`config.mk`:
```
export PLATFORM = sky130hd
export DESIGN_NAME = cyc_despreader
export DESIGN_NICKNAME = d
export VERILOG_FILES = /design/src/rtl/cyc_despreader.sv
export SDC_FILE = /design/constraint.sdc
export NUM_CORES = 1
export LEC_CHECK = 0
export CAP_MARGIN = 20
export CORE_AREA = 4 4 229 231
export DETAILED_ROUTE_END_ITERATION = 7
export DIE_AREA = 0 0 233 235
export HOLD_SLACK_MARGIN = 0.03
export PLACE_DENSITY = 0.7
export SYNTH_ARGS = -nofsm -noshare
export SYNTH_HDL_FRONTEND = slang
export SYNTH_SLANG_ARGS = --single-unit
export TNS_END_PERCENT = 10
```
`constraint.sdc`:
```
create_clock -name clk -period 57.8 [get_ports clk]
set_input_delay 8.67 -clock clk [delete_from_list [all_inputs] [get_ports clk]]
set_output_delay 8.67 -clock clk [all_outputs]
set_load 0.02 [all_outputs]
```
`src/rtl/cyc_despreader.sv`:
```
module cyc_despreader #(
  parameter int SMP_W = 8,
  parameter int NSYM = 16,
  parameter int MAXC = 16,
  parameter logic [7:0] ROOT_S = 8'h5C,
  parameter logic [15:0] ROOT_L = 16'h2F53
) (
  input  logic                                  clk,
  input  logic                                  rst,
  input  logic                                  chip_vld,
  input  logic                                  sos,
  input  logic                                  len16,
  input  logic signed [SMP_W-1:0]               chip_smp,
  output logic                                  sym_vld,
  output logic [$clog2(NSYM)-1:0]               sym_out,
  output logic signed [SMP_W+$clog2(MAXC):0]    sym_peak
);
  localparam int IDX_W = $clog2(MAXC);
  localparam int SYM_W = $clog2(NSYM);
  localparam int ACC_W = SMP_W + IDX_W + 1;

  logic signed [ACC_W-1:0] acc [NSYM];
  logic [IDX_W-1:0] cnt;
  logic busy, long_q, done_q;

  wire start = chip_vld && sos;
  wire take  = chip_vld && !sos && busy;
  wire [IDX_W-1:0] last = long_q ? IDX_W'(MAXC-1) : IDX_W'(MAXC/2-1);
  wire signed [ACC_W-1:0] smp_x = {{(ACC_W-SMP_W){chip_smp[SMP_W-1]}}, chip_smp};

  function automatic logic ref_bit(input logic lg, input logic [3:0] s, input logic [3:0] i);
    logic [3:0] j;
    logic [2:0] k;
    j = i - {s[2:0], 1'b0};
    k = i[2:0] - s[2:0];
    if (lg) ref_bit = ROOT_L[~j] ^ (s[3] & j[0]);
    else    ref_bit = ROOT_S[~k] ^ (s[3] & k[0]);
  endfunction

  always_ff @(posedge clk) begin
    if (rst) begin
      busy   <= 1'b0;
      cnt    <= '0;
      long_q <= 1'b0;
      done_q <= 1'b0;
      for (int s = 0; s < NSYM; s++) acc[s] <= '0;
    end else begin
      done_q <= 1'b0;
      if (start) begin
        busy   <= 1'b1;
        cnt    <= '0;
        long_q <= len16;
        for (int s = 0; s < NSYM; s++) acc[s] <= '0;
      end else if (take) begin
        for (int s = 0; s < NSYM; s++)
          acc[s] <= acc[s] + (ref_bit(long_q, 4'(s), cnt) ? -smp_x : smp_x);
        cnt <= cnt + 1'b1;
        if (cnt == last) begin
          busy   <= 1'b0;
          done_q <= 1'b1;
        end
      end
    end
  end

  logic [SYM_W-1:0] best_i;
  logic signed [ACC_W-1:0] best_v;

  always_comb begin
    best_i = '0;
    best_v = acc[0];
    for (int s = 1; s < NSYM; s++)
      if (acc[s] > best_v) begin
        best_v = acc[s];
        best_i = SYM_W'(s);
      end
  end

  assign sym_vld  = done_q;
  assign sym_out  = best_i;
  assign sym_peak = best_v;

  AST_ONE_PULSE: assert property (@(posedge clk) disable iff (rst) sym_vld |=> !sym_vld);
  AST_AFTER_CHIP: assert property (@(posedge clk) disable iff (rst) sym_vld |-> $past(chip_vld && !sos));
  AST_START_QUIET: assert property (@(posedge clk) disable iff (rst) start |=> !sym_vld);
  AST_GUARD_DROP: assert property (@(posedge clk) disable iff (rst) start |=> (sym_peak == 0 && sym_out == 0));
  AST_IDLE_STABLE: assert property (@(posedge clk) disable iff (rst) !chip_vld |=> ($stable(sym_peak) && $stable(sym_out)));
endmodule

```
==> run metrics <==
Post-CTS Setup Bufs 0; clock latency on the worst-skew pair 0.60 ns; most common library cells after synthesis nor2_1, ha_1, nand2_1, xnor2_1, a21oi_1; Post-synth EDFFs 195; Synth Cell Area 27370 um^2; drt drc 0; Hold Crit Class flip-flop to flip-flop; Die ar. approximately 55000 um^2; number of port buffers 30; vias in the first global route 23480; Remaining Overflow, GRT 0; max_slew headroom 27.48%; crit path buf inv count 11; cts hold-fix bufs 0; Max stage delay on crit path 0.80 ns; max_cap viols 0; Synthesized Nets roughly 3600; TritonCTS clock tree built; post-DP HPWL 59.31 mm; vias 24210; drt total wl 79.80 mm; largest cells by area after synthesis edfxtp_1, ha_1, xnor2_1, nor2_1, a21oi_1; Critical Setup Path Class flip-flop to primary output; starting density of the core 54.67%; 1st-iter DRT viols 2020; crit path launch type flip-flop; ANT nets after route 0; Worst path slowest cell a21o_1; share of cells above drive strength 1 7.231%; FF+latch count, synth between 200 and 250; Most used DFF post-synth edfxtp_1; # clock sinks 215; Synth top area share 21.39%; most used cell, CP nand2_1; Final setup viols 0; clock root buffer clkbuf_16; first-pass GRT wire length 126.6 mm; I/O pin cnt 31; run status finished, final reports clean; Final Cycle Share 86.81%; CTS Buf Count 29; Distinct cells, synth 122; # resized after CTS 0; asr flop ratio synth 0%; Final Critical Period 50.17 ns; Syn Area/Cell ~8.4 um^2; Slew @ Worst Pin 1.088 ns; core area approximately 50000 um^2; Seq/Total Area, Yosys about 23%; clk_skew 0.01574 ns; CP Launch Point acc[0][1]; worst path arrival time 41.50 ns; pin count of the biggest net entering global routing 90; Chip Height between 200 and 250 um; TNS Setup 0 ns; initial antenna violation count 1; die span in x 233 um; Worst Hold Launch busy; cell family with the largest share of critical-path delay compound AO/OA/AOI/OAI gates; Syn. warnings 0; gr usage total between 20 and 30%; max-slew violations 0; CP endpoint kind primary output; diode count 0; CTS clock-pin slew for the worst setup and hold paths roughly 0.060 ns; Initial DRT Pass Iterations 6; nets 3583; Worst EP required a little under 50 ns; crit-path max FO 35; H-tree Lvls 1; r2r startpoint cnt[1]; final hold violations 0; Rows 82; area grow syn2layout 6.994%; GPL Wtd Cong 0.9354; Vias/cell ~6.2; RSZ-0062 raised after global routing false; WL/cell 20.35 um; fill cell count 4492; maximum clock path buffer count 3; Gate Count Post-Synth 3272; FMAX 0.01993 GHz; most frequent cell after synthesis nor2_1; area leader, netlist edfxtp_1
## cells by family (layout without fill, tap and decap cells)
| group | after synthesis | in the layout | share of synthesized area, % |
|---|---|---|---|
| AO/OA/AOI/OAI | 926 | 926 | 23.16 |
| AND/OR/NAND/NOR | 927 | 927 | 15.68 |
| buffers and inverters | 378 | 356 | 5.403 |
| multiplexers | 133 | 133 | 5.421 |
| adder cells (fa/ha/maj) | 358 | 358 | 16.68 |
| flip-flops | 215 | 215 | 22.86 |
| XOR/XNOR | 335 | 335 | 10.80 |
## final cells by class
class                      count  area (um^2)  area share [%]
timing repair buffer          65        578.1           1.974
clock buffer                  34        764.5           2.610
sequential                   215         6256           21.36
clock inverter                20        279.0          0.9527
multi-input combinational   2679        19680           67.19
tap                          672        840.8           2.871
inverter                     237        889.6           3.038
## sequential cells by signal, summed over array words and instances (netlist names)
register and cells:
acc 208, busy 1, cnt 4, long_q 1, sym_vld 1
## cell usage in the layout (no fill, tap or decap), types with 15 or more instances in the layout
cell type        instances
o21ai_0                185
o211ai_1                23
clkbuf_16               29
a31oi_1                 19
mux2_2                  47
dfxtp_1                 20
o21bai_1               105
a21o_1                 106
nand3_1                 43
nor3_1                  30
ha_1                   327
edfxtp_1               195
nor2_1                 364
clkdlybuf4s50_1         29
o21ai_1                 20
xnor2_1                245
inv_1                  237
nor2b_1                 20
mux2i_1                 67
a21oi_1                243
o21a_1                  15
nand4_1                 17
nand2b_1                25
buf_4                   34
or3_1                   15
and3_1                  16
nand2_1                260
fa_1                    16
a211oi_1                21
xor2_1                  87
and2_1                  57
## path summary, 6_finish.rpt
kind,end,slack (ns),depth (start not counted)
worst max-delay path,sym_peak[10],7.63,165
worst min-delay path,busy,0.49,2
worst max register to register,acc[0][129],51.98,23
worst min register to register,busy,0.49,2
## per-layer routing
layer | GRT usage, % | vias to the layer above | wire length [um]
li1 | - | 11650 | -
met1 | 39.80 | 11610 | 36240
met2 | 45.84 | 798 | 36600
met3 | 2.592 | 152 | 4518
met4 | 8.495 | 0 | 2445
met5 | 0 | - | 0
## metrics by stage
step	instances	setup WS, ns	cell area (um^2)	util [%]	hold slack (ns)
final	3922	7.627	29290	58.49	0.4937
after CTS	3920	8.292	29250	58.42	0.4938
after detailed placement	3866	9.064	28210	56.34	0.4856
after global placement	3865	10.51	28200	56.33	0.4769
after floorplan	3272	12.57	27370	-	0.4558
after global routing	3922	4.156	29290	58.49	0.5199
## tightest hold or removal path: stages (launching register included)
cell	delay [ns]
dfxtp_1	0.31
o21ai_0	0.07
a21oi_1	0.06
Power is not shown: default switching activity piles up to over one toggle a cycle in this logic, so the estimate is an artifact.
